`config.mk`:
```
export PLATFORM = sky130hd
export DESIGN_NAME = bus_status_enc
export DESIGN_NICKNAME = d
export VERILOG_FILES = /design/src/rtl/bsc_pkg.sv /design/src/rtl/bsc_enable_stage.sv /design/src/rtl/bsc_code_stage.sv /design/src/rtl/bsc_dma_stage.sv /design/src/rtl/bus_status_enc.sv
export SDC_FILE = /design/constraint.sdc
export NUM_CORES = 1
export LEC_CHECK = 0
export BUFFER_PORTS_ARGS = -buffer_cell sky130_fd_sc_hd__buf_2
export CAP_MARGIN = 10
export CORE_AREA = 2 2 39 41
export CTS_BUF_LIST = sky130_fd_sc_hd__clkbuf_8
export DETAILED_ROUTE_END_ITERATION = 6
export DIE_AREA = 0 0 41 43
export GPL_ROUTABILITY_DRIVEN = 0
export SLEW_MARGIN = 20
export SYNTH_ARGS = -nofsm -noshare
export SYNTH_HDL_FRONTEND = slang
export SYNTH_SLANG_ARGS = --single-unit
export TNS_END_PERCENT = 5
```
`constraint.sdc`:
```
create_clock -name clk -period 2.3 [get_ports clk]
set_clock_uncertainty 0.2 [all_clocks]
set_input_delay 0.115 -clock clk [delete_from_list [all_inputs] [get_ports clk]]
set_output_delay 0.115 -clock clk [all_outputs]
set_load 0.1 [all_outputs]
```
`src/rtl/bsc_pkg.sv`:
```
package bsc_pkg;

    localparam int CODE_W = 3;
    localparam int TST_W  = 3;

    typedef enum logic [2:0] {
        K_PASSIVE = 3'd0,
        K_FETCH   = 3'd1,
        K_MEM_RD  = 3'd2,
        K_MEM_WR  = 3'd3,
        K_IO_RD   = 3'd4,
        K_IO_WR   = 3'd5,
        K_INTA    = 3'd6,
        K_HALT    = 3'd7
    } kind_e;

    typedef enum logic [2:0] {
        TS_IDLE = 3'd0,
        TS_T1   = 3'd1,
        TS_T2   = 3'd2,
        TS_T3   = 3'd3,
        TS_T4   = 3'd4
    } tstate_e;

    localparam logic [CODE_W-1:0] CODE_PASSIVE = 3'b111;

    typedef struct packed {
        logic [CODE_W-1:0] code;
        logic              oe;
    } stat_out_t;

    typedef struct packed {
        logic bit_v;
        logic oe;
    } dma_out_t;

    // Bit 2: memory (1) versus I/O (0); bit 1: write (1) versus read (0).
    function automatic logic [CODE_W-1:0] kind_to_code(input logic [2:0] k);
        logic [CODE_W-1:0] c;
        case (k)
            K_INTA:   c = 3'b000;
            K_IO_RD:  c = 3'b001;
            K_IO_WR:  c = 3'b010;
            K_HALT:   c = 3'b011;
            K_FETCH:  c = 3'b100;
            K_MEM_RD: c = 3'b101;
            K_MEM_WR: c = 3'b110;
            default:  c = CODE_PASSIVE;
        endcase
        return c;
    endfunction

    function automatic logic in_data_phase(input logic [TST_W-1:0] t);
        return (t == TS_T2) || (t == TS_T3) || (t == TS_T4);
    endfunction

endpackage

```
`src/rtl/bsc_enable_stage.sv`:
```
module bsc_enable_stage (
    input  logic clk,
    input  logic rst,
    input  logic bus_hold_i,
    input  logic hold_ack_i,
    output logic stat_oe_o,
    output logic dma_oe_o,
    output logic held_o
);
    logic held;
    assign held   = bus_hold_i || hold_ack_i;
    assign held_o = held;

    always_ff @(posedge clk) begin
        if (rst) begin
            stat_oe_o <= 1'b1;
            dma_oe_o  <= 1'b0;
        end else begin
            stat_oe_o <= !held;
            dma_oe_o  <= !held;
        end
    end

    assert_hold_float_R5: assert property (@(posedge clk) disable iff (rst)
        (bus_hold_i || hold_ack_i) |=> !stat_oe_o);
    assert_reset_float_R7: assert property (@(posedge clk)
        rst |=> !dma_oe_o);
endmodule

```
`src/rtl/bsc_code_stage.sv`:
```
module bsc_code_stage
    import bsc_pkg::*;
(
    input  logic              clk,
    input  logic              rst,
    input  logic [2:0]        kind_i,
    input  logic [TST_W-1:0]  t_next_i,
    input  logic              held_i,
    output logic [CODE_W-1:0] code_o
);
    logic [2:0]        kind_q;
    logic [CODE_W-1:0] code_d;

    always_comb begin
        code_d = CODE_PASSIVE;
        if (!held_i) begin
            if (t_next_i == TS_T1)      code_d = kind_to_code(kind_i);
            else if (t_next_i == TS_T2) code_d = kind_to_code(kind_q);
        end
    end

    always_ff @(posedge clk) begin
        if (rst) begin
            kind_q <= K_PASSIVE;
            code_o <= CODE_PASSIVE;
        end else begin
            if (t_next_i == TS_T1) kind_q <= kind_i;
            code_o <= code_d;
        end
    end

    assert_late_passive_R4: assert property (@(posedge clk) disable iff (rst)
        (t_next_i != TS_T1 && t_next_i != TS_T2) |=> (code_o == CODE_PASSIVE));
    assert_hold_passive_R5: assert property (@(posedge clk) disable iff (rst)
        held_i |=> (code_o == CODE_PASSIVE));
endmodule

```
`src/rtl/bsc_dma_stage.sv`:
```
module bsc_dma_stage
    import bsc_pkg::*;
(
    input  logic             clk,
    input  logic             rst,
    input  logic             dma_req_i,
    input  logic [TST_W-1:0] t_next_i,
    input  logic             held_i,
    output logic             dma_o
);
    logic dma_q;

    always_ff @(posedge clk) begin
        if (rst) begin
            dma_q <= 1'b0;
            dma_o <= 1'b0;
        end else begin
            if (t_next_i == TS_T1) dma_q <= dma_req_i;
            dma_o <= !held_i && dma_q && in_data_phase(t_next_i);
        end
    end

    assert_t1_low_R6: assert property (@(posedge clk) disable iff (rst)
        (t_next_i == TS_T1) |=> !dma_o);
    assert_hold_low_R7: assert property (@(posedge clk) disable iff (rst)
        held_i |=> !dma_o);
endmodule

```
`src/rtl/bus_status_enc.sv`:
```
module bus_status_enc
    import bsc_pkg::*;
(
    input  logic       clk,
    input  logic       rst,
    input  logic [2:0] kind_i,
    input  logic       dma_req_i,
    input  logic [2:0] t_next_i,
    input  logic       bus_hold_i,
    input  logic       hold_ack_i,
    output logic [2:0] stat_n_o,
    output logic       stat_oe_o,
    output logic       dma_stat_o,
    output logic       dma_oe_o
);
    logic      held;
    stat_out_t stat_s;
    dma_out_t  dma_s;

    bsc_enable_stage en_i (
        .clk(clk), .rst(rst),
        .bus_hold_i(bus_hold_i), .hold_ack_i(hold_ack_i),
        .stat_oe_o(stat_s.oe), .dma_oe_o(dma_s.oe), .held_o(held)
    );

    bsc_code_stage code_i (
        .clk(clk), .rst(rst), .kind_i(kind_i), .t_next_i(t_next_i),
        .held_i(held), .code_o(stat_s.code)
    );

    bsc_dma_stage dma_i (
        .clk(clk), .rst(rst), .dma_req_i(dma_req_i), .t_next_i(t_next_i),
        .held_i(held), .dma_o(dma_s.bit_v)
    );

    assign stat_n_o   = stat_s.code;
    assign stat_oe_o  = stat_s.oe;
    assign dma_stat_o = dma_s.bit_v;
    assign dma_oe_o   = dma_s.oe;

    assert_dma_needs_drive_R7: assert property (@(posedge clk) disable iff (rst)
        dma_stat_o |-> dma_oe_o);
endmodule

```
Word-level counts from Yosys, hierarchy flattened
Cells that the tools add are included.

word-level totals
  register bits after elaboration = 10
  bits in latches = 0
  RAM bits = 0
  bits in read-only memories = 0
  bits of input ports = 11
  output and inout bits = 6
  logic and storage cells = 35
  memories = 0

cells by class
  add/subtract/negate cells = 0
  multipliers = 0
  div/mod/pow operators = 0
  magnitude comparators = 0
  equal/unequal tests = 18
  shifts and indexed selects = 0
  mux-type cells = 4
  bitwise logic cells = 0
  reductions and logical operators = 7

operators by type and width
  operator                                             number
  one-hot mux 3 bit (7 select lines)                   2
  equality test 3 bit, second input constant           9
  equality test 3 x 2 -> 1 bit, second input constant  6
  equality test 3 x 1 -> 1 bit, second input constant  3
  2-to-1 mux 3 bit                                     2
  logical OR 1 bit                                     3
  logical AND 1 bit                                    2
  OR reduction 2 bit                                   1
  logical NOT 1 bit                                    1

Depth between registers and ports, before layout
Gate-level depths: netlist of the first run.

  depth after elaboration = 4
  mapped depth = 3

Hierarchy
From an unflattened synthesis of the first run, not the netlist that was laid out.

second synthesis, totals
  cells, all modules = 46
  area, all modules = 474.2 sq um

by module, submodules not included
  module            times used  cells each  area an instance (sq um)  seq. area each (sq um)
  bsc_code_stage    1           32          315.3                     120.1
  bsc_dma_stage     1           9           100.1                     40.0
  bsc_enable_stage  1           5           58.8                      40.0

Worst setup path before layout of the first run
No wires, ideal clock.

  path kind = input-to-reg
  start point = in t_next_i[2]
  end point = reg code_i.code_o[0]
  arrival = 0.950 ns
  path slack = 1.022 ns
  stages = 3
  path buffers = 0
  path through = or4_4 > nor3b_2 > a22oi_1

on the way
  word-level cells in the longest chain between the ends = 3
  elaborated cells between the ends (all ways) = 4
  classes of those cells = eq/ne: 2; mux: 2

RTL lines
  item                          RTL line              source
  from (decl)                   bus_status_enc.sv:8   input logic [2:0] t_next_i,
  equality test 3 x 2 -> 1 bit  bsc_code_stage.sv:18  else if (t_next_i == TS_T2) code_d = kind_to_code(kind_q);
  2-to-1 mux 3 bit              bsc_code_stage.sv:18
  2-to-1 mux 3 bit (*)          bsc_code_stage.sv:17  if (t_next_i == TS_T1) code_d = kind_to_code(kind_i);
  to (signal assigned)          bsc_code_stage.sv:28  code_o <= code_d;
  to (decl)                     bsc_code_stage.sv:9   output logic [CODE_W-1:0] code_o

Every way passes the cells marked *; elsewhere a longest branch is shown, timed or not.
A chain may end at the register's enable or synchronous reset.

Final worst setup path of the first run
  start point = in bus_hold_i
  end point = reg dma_i.dma_o

on the way
  word-level cells in the longest chain between the ends = 4

RTL lines
  item                            RTL line                source
  from (decl)                     bus_status_enc.sv:9     input logic bus_hold_i,
  logical OR 1 bit                bsc_enable_stage.sv:11  assign held = bus_hold_i || hold_ack_i;
  logical NOT 1 bit               bsc_dma_stage.sv:19     dma_o <= !held_i && dma_q && in_data_phase(t_next_i);
  logical AND 1 bit (2 in a row)  bsc_dma_stage.sv:19
  to (signal assigned)            bsc_dma_stage.sv:19
  to (decl)                       bsc_dma_stage.sv:9      output logic dma_o

No other way between the ends.

==> summary.md, run 1 <==
| Metric | Value |
|---|---|
| DR vias | between 300 and 400 |
| TritonRoute pass-1 iters | 4 |
| Postcts setup bufs | 0 |
| Die width | slightly above 40 microns |
| Pin count of the biggest net entering global routing | 8 |
| Port buffer count | 16 |
| Power, Total | 0.466 mW |
| Critical path class | in -> reg |
| Synth Warn # | 0 |
| CTS max path bufs | 2 |
| Max_cap viols | 0 |
| Min cycle time layout | ~1700 ps |
| # diodes | 0 |
| Site Rows | 14 |
| DRT iter0 DRCs | 8 |
| Arrival time at the worst endpoint | 1700 ps |
| Total grt overflow | 0 |
| Hold WS | between 10 and 15 ps |
| VDD IR max | 0.428 mV |
| Vias per Instance | 4.37 |
| Max Clk Rate | slightly below 600 MHz |
| Nature of the critical path endpoint | register |
| Hold/Removal Path Class | in -> reg |
| Power Density | 684 nW/um^2 |
| Initial core utilization | ~31% |
| Register area share after synthesis | a little under half |
| Core Box Area | around 1400 sq um |
| Final period util | roughly 75% |
| CTS H-tree depth | 1 |
| Crit start category | input pin |
| Nets | 83 |
| Clk_lat worst skew | between 200 and 250 ps |
| CTS tree | yes |
| WP data required | approximately 2300 ps |
| Yosys reg bits | 10 |
| Global-route wire length before repair | 1.50 mm |
| Pre-CTS setup slack | approximately 840 ps |
| Total wire length | just over 900 microns |
| Layout Utilization | roughly half |
| Avg Inst Size Synth | between 10 and 15 sq um |
| LEAKAGE | 0.277 nW |
| Yosys cell types | 12 |
| Worst Hold Launch | t_next_i[2] |
| Fill cell count | 143 |
| DIE AREA | around 1800 sq um |
| DRC Markers | 0 |
| Slew margin rel. | around two thirds |
| Synth Instances | 41 |
| Dpl hpwl | just over 600 microns |
| Die Y | between 40 and 50 microns |
| Antenna-violating nets left | 0 |
| Syn-to-layout area delta | 59.8% |
| Setup ws final | about 570 ps |
| Area of the mapped netlist | ~430 sq um |
| Io pins | 17 |
| Measured slew at the worst slew-check pin | a little under 500 ps |
| Final Hold Vio Count | 0 |
| Vias in the first global route | 349 |
| Worst-path fanout max | 3 |
| Clk slew on worst S/H paths | about 50 ps |
| Fraction of layout cells with a size suffix above 1 | a little over a third |
| Slew Limit Fails | 0 |
| Unrepaired setup endpoints after global routing | no |
| Initial antenna violation count | 0 |
| Routed len/inst | around 10 microns |
| Setup TNS | 0 ps |
| Setup violators final | 0 |
| Clock sink count | 10 |
| GRT Total Usage | approximately an eighth |
| RR Startpoint | code_i.kind_q[2] |
| Syn Nets | 52 |
| Outcome | finished, final reports clean |
| Inserted Clock Buffers | 3 |
| CP startpoint | bus_hold_i |
| Root buf cell | clkbuf_8 |
-- sequential cells by signal, indices dropped and copies added (netlist names) --
| signal | flops |
|---|---|
| code_i.kind_q | 3 |
| code_i.code_o | 3 |
| dma_i.dma_o | 1 |
| en_i.stat_oe_o | 1 |
| dma_i.dma_q | 1 |
| en_i.dma_oe_o | 1 |
-- report_power, final --
part           total, mW  switching, mW  internal, mW
clock network      0.217         0.0670         0.150
logic             0.0681         0.0380        0.0301
registers          0.181        0.00224         0.179
-- metrics by stage --
step                      std cells  cell area [sq um]
after detailed placement         73                527
after CTS                        87                682
after global placement           73                527
final                            87                682
after global routing             87                682
after floorplan                  41                427
-- cell families after synthesis --
kind of cell,share of synthesized area (%)
AO/OA/AOI/OAI,7.33
XOR/XNOR,8.21
flip-flops,46.9
multiplexers,11.7
AND/OR/NAND/NOR,25.8
-- critical path, stage by stage --
cell	delay [ps]
dlygate4sd3_1	550
buf_2	140
nor3_1	160
dlygate4sd3_1	590
nand2_1	60
nor2_1	90
-- final timing paths --
check / to / slack (ps) / depth (start not counted)
max: dma_i.dma_o / 570 / 6
min: dma_i.dma_o / 10 / 3
max reg2reg: code_i.kind_q[2] / 920 / 3
min reg2reg: dma_i.dma_o / 250 / 2
-- layout by cell type (no fill, tap or decap) --
| cell type | n |
|---|---|
| a21o_2 | 1 |
| a22oi_1 | 2 |
| buf_2 | 16 |
| clkbuf_8 | 4 |
| dfxtp_1 | 10 |
| dlygate4sd3_1 | 10 |
| mux2i_1 | 5 |
| nand2_1 | 3 |
| nand3b_1 | 2 |
| nor2_1 | 8 |
| nor3_1 | 1 |
| nor3b_2 | 3 |
| o21bai_1 | 1 |
| or4_4 | 1 |
| xnor2_1 | 4 |
-- synthesized netlist by cell type --
cell type / number / area, sq um
a22oi_1: 2 / 15.0
dfxtp_1: 10 / 200
or4_4: 1 / 11.3
nor2_1: 8 / 30.0
nand2_1: 3 / 11.3
o21bai_1: 1 / 7.51
xnor2_1: 4 / 35.0
nor3_1: 1 / 5.00
a21o_2: 1 / 8.76
nand3b_1: 2 / 15.0
mux2i_1: 5 / 50.1
nor3b_2: 3 / 37.5
-- layout make-up --
type / count / area [sq um] / share of cell area, %
clock buffer: 4 / 55.1 / 8.07
multi-input combinational: 31 / 226 / 33.2
sequential: 10 / 200 / 29.4
tap: 16 / 20.0 / 2.94
timing repair buffer: 26 / 180 / 26.4
-- per-layer routing --
| layer | GRT usage [%] | up-vias | part of all wire [%] |
|---|---|---|---|
| met5 | 0 | - | 0 |
| met4 | 4.00 | 0 | 0 |
| met3 | 7.85 | 0 | 6.3 |
| met2 | 18.8 | 11 | 51 |
| met1 | 15.3 | 168 | 43 |
| li1 | - | 201 | - |
-- timing repair --
item,in CTS,in global routing
hold buffers,10,0
resized for setup,0,0
endpoints found under the hold margin,7,0
Power figures use the tool's default switching activity.
==> run 2: changes to the inputs <==
--- a/config.mk
+++ b/config.mk
@@ -5,6 +5,7 @@
 export SDC_FILE = /design/constraint.sdc
 export NUM_CORES = 1
 export LEC_CHECK = 0
+export ABC_AREA = 1
 export BUFFER_PORTS_ARGS = -buffer_cell sky130_fd_sc_hd__buf_2
 export CAP_MARGIN = 10
 export CORE_AREA = 2 2 39 41
==> constraint.sdc (replaced) <==
create_clock -name clk -period 1.4 [get_ports clk]
set_clock_uncertainty 0.2 [all_clocks]
set_input_delay 0.07 -clock clk [delete_from_list [all_inputs] [get_ports clk]]
set_output_delay 0.07 -clock clk [all_outputs]
set_load 0.1 [all_outputs]
==> run 2 against run 1 <==
- critical path depth stayed put
- power increased by 66%
- synthesized area up 7.3%
- final cell count rose by 28%
- combinational power increased by 72%
- global-route usage increased by 1.5 points
- via count rose by 29%
- clock power grew 66%
==> summary.md, run 2 <==
| Metric | Value |
|---|---|
| Outcome | finished, final reports clean |
| Reg2reg end | code_i.code_o[1] |
| Critical path cell sequence | dlygate4sd3_1, buf_2, nor3_4, nand2_2, nand2_1, nand2_1 |
| Area of the mapped netlist | ~460 sq um |
| Unrepaired setup endpoints after global routing | no |
| Clk_lat worst skew | 230 ps |
| Dpl hpwl | 745 microns |
| Max_cap viols | 0 |
| Max Clk Rate | ~770 MHz |
| TritonRoute pass-1 iters | 3 |
| CP most frequent cell | nand2_1 |
| Postcts setup bufs | 0 |
| Yosys cell types | 13 |
| Slew margin rel. | 67.9% |
| Critical path class | in -> reg |
| Nets | approximately 110 |
| Synth Warn # | 0 |
| Root buf cell | clkbuf_8 |
| CP startpoint | t_next_i[1] |
| Post-route cell area | about 700 sq um |
| Global-route wire length before repair | roughly 1.7 mm |
| GRT Total Usage | 14.4% |
| Vias per Instance | ~4.4 |
| CTS H-tree depth | 1 |
| Most frequent cells in the layout | nand2_1 (23), buf_2 (16), dfxtp_1 (10) |
| DR vias | 492 |
| Die width | roughly 40 microns |
| Avg Inst Size Synth | a little under 7 sq um |
| Flop2flop setup slack | 340 ps |
| Die Y | 43 microns |
| Worst-path fanout max | 6 |
| DRT iter0 DRCs | 3 |
| Setup TNS | 0 ps |
| Slowest CP cell | dlygate4sd3_1 |
| Core Box Area | ~1400 sq um |
| Clock sink count | 10 |
| Top delay family on crit path | buffers and inverters |
| Site Rows | 14 |
| CTS max path bufs | 2 |
| Fraction of layout cells with a size suffix above 1 | a little under a third |
| Final period util | between 90% and 100% |
| Register area share after synthesis | between 40% and 50% |
| Placed inst area | 558 sq um |
| # diodes | 0 |
| Crit start category | input pin |
| Vias in the first global route | about 450 |
| Arrival time at the worst endpoint | between 1000 and 1500 ps |
| Routed len/inst | about 9.4 microns |
| CTS tree | yes |
| Post-synth top area share | between 40% and 50% |
| Synth area leader | dfxtp_1 |
| WP buf/inv | 2 |
| Clk slew on worst S/H paths | ~50 ps |
| Top_reg_cell synth | dfxtp_1 |
| Layout Utilization | 50.8% |
| RR Startpoint | code_i.kind_q[2] |
| Leading cell type in the layout, fill and taps excluded | nand2_1 |
| Total grt overflow | 0 |
| Number of synthesized flops with an enable pin | 0 |
| DRC Markers | 0 |
| Inserted Clock Buffers | 3 |
| Top-count cell post-synth | nand2_1 |
| Slowest cell delay on critical path | roughly 530 ps |
| Largest regs | code_i.code_o x3, code_i.kind_q x3 |
| Final Hold Vio Count | 0 |
| Initial core utilization | 33.1% |
| Syn Nets | 77 |
| Critical Path Sink | code_i.code_o[2] |
| Most instantiated cells after synthesis | nand2_1 (23), dfxtp_1 (10), a21oi_1 (6), nand3_1 (6), inv_1 (5) |
| Io pins | 17 |
| Power Density | between 1000 and 1500 nW/um^2 |
| DIE AREA | about 1800 sq um |
| Min cycle time layout | around 1300 ps |
| Pin count of the biggest net entering global routing | 7 |
| Syn-to-layout area delta | 53.6% |
| Measured slew at the worst slew-check pin | a little under 500 ps |
| VDD IR max | between 0.5 and 0.6 mV |
| Initial antenna violation count | 0 |
| Antenna-violating nets left | 0 |
| WP data required | between 1000 and 1500 ps |
| R2R depth | 4 |
| Port buffer count | 16 |
| Nature of the critical path endpoint | register |
| Slew Limit Fails | 0 |
| Fraction of registers with async set/reset | 0% |
| Hold/Removal Path Class | in -> reg |
| Synth Instances | 66 |
| Main area contributors after synthesis | dfxtp_1 (44%), nand2_1 (19%), a21oi_1 (6.6%), nand3_1 (6.6%), inv_1 (4.1%) |
| Total wire length | 1.05 mm |
| LEAKAGE | 0.332 nW |
| CP Depth | 6 |
| Yosys reg bits | 10 |
| Setup violators final | 0 |
run 2: metal layers:
layer,up-vias,GRT usage [%],routed length (microns)
li1,265,-,-
met1,213,16.6,469
met2,12,21.3,510
met3,2,4.71,45
met4,0,10.0,20
met5,-,0,0
run 2: cell families after synthesis:
group	count (synthesis)	share of synthesized area, %
AOI/OAI and AO/OA	8	8.74
buffers and inverters	9	7.38
DFF	10	43.7
and+or+nand+nor	39	40.2
run 2: how the worst min path moves through the flow:
stage                start               end  slack, ps  depth (start not counted)
2_1_floorplan          rst  code_i.kind_q[0]        -60                          1
3_3_place_gp           rst  code_i.kind_q[1]        120                          2
3_5_place_dp           rst  code_i.kind_q[0]        120                          2
4_1_cts        t_next_i[2]       dma_i.dma_o          9                          3
5_1_grt        t_next_i[2]       dma_i.dma_o         30                          3
6_report       t_next_i[2]       dma_i.dma_o          3                          3
run 2: worst register-to-register path, stage by stage, from the launching register on:
cell      delay [ps]
dfxtp_1          400
nand3b_1         140
nand3_1           80
nand2_1           70
nand2_1           50
run 2: timing repair:
item	CTS	global route
hold buffers	9	0
endpoints found under the hold margin	8	0
resized for setup	0	0
run 2: report_power, final:
part           internal (mW)  total (mW)  switching [mW]
clock network          0.247       0.361           0.113
logic                 0.0444       0.117          0.0724
registers              0.293       0.298         0.00441
total                  0.585       0.775           0.190
run 2: layout make-up:
cell class / instances / area [sq um]
repair buffers: 25 / 170
well taps: 16 / 20.0
fillers: 139 / 681
flip-flops and latches: 10 / 200
clock buffers: 4 / 55.1
inverters: 9 / 33.8
multi-input cells: 47 / 224
run 2: through the flow:
step	worst slack [ps]	hold slack (ps)	total power, mW	std cells
after floorplan	221	-60.9	0.366	66
after global placement	360	121	0.399	98
after detailed placement	355	122	0.401	98
after CTS	87.2	8.71	0.784	111
after global routing	0.224	33.4	0.805	111
final	98.2	2.96	0.775	111
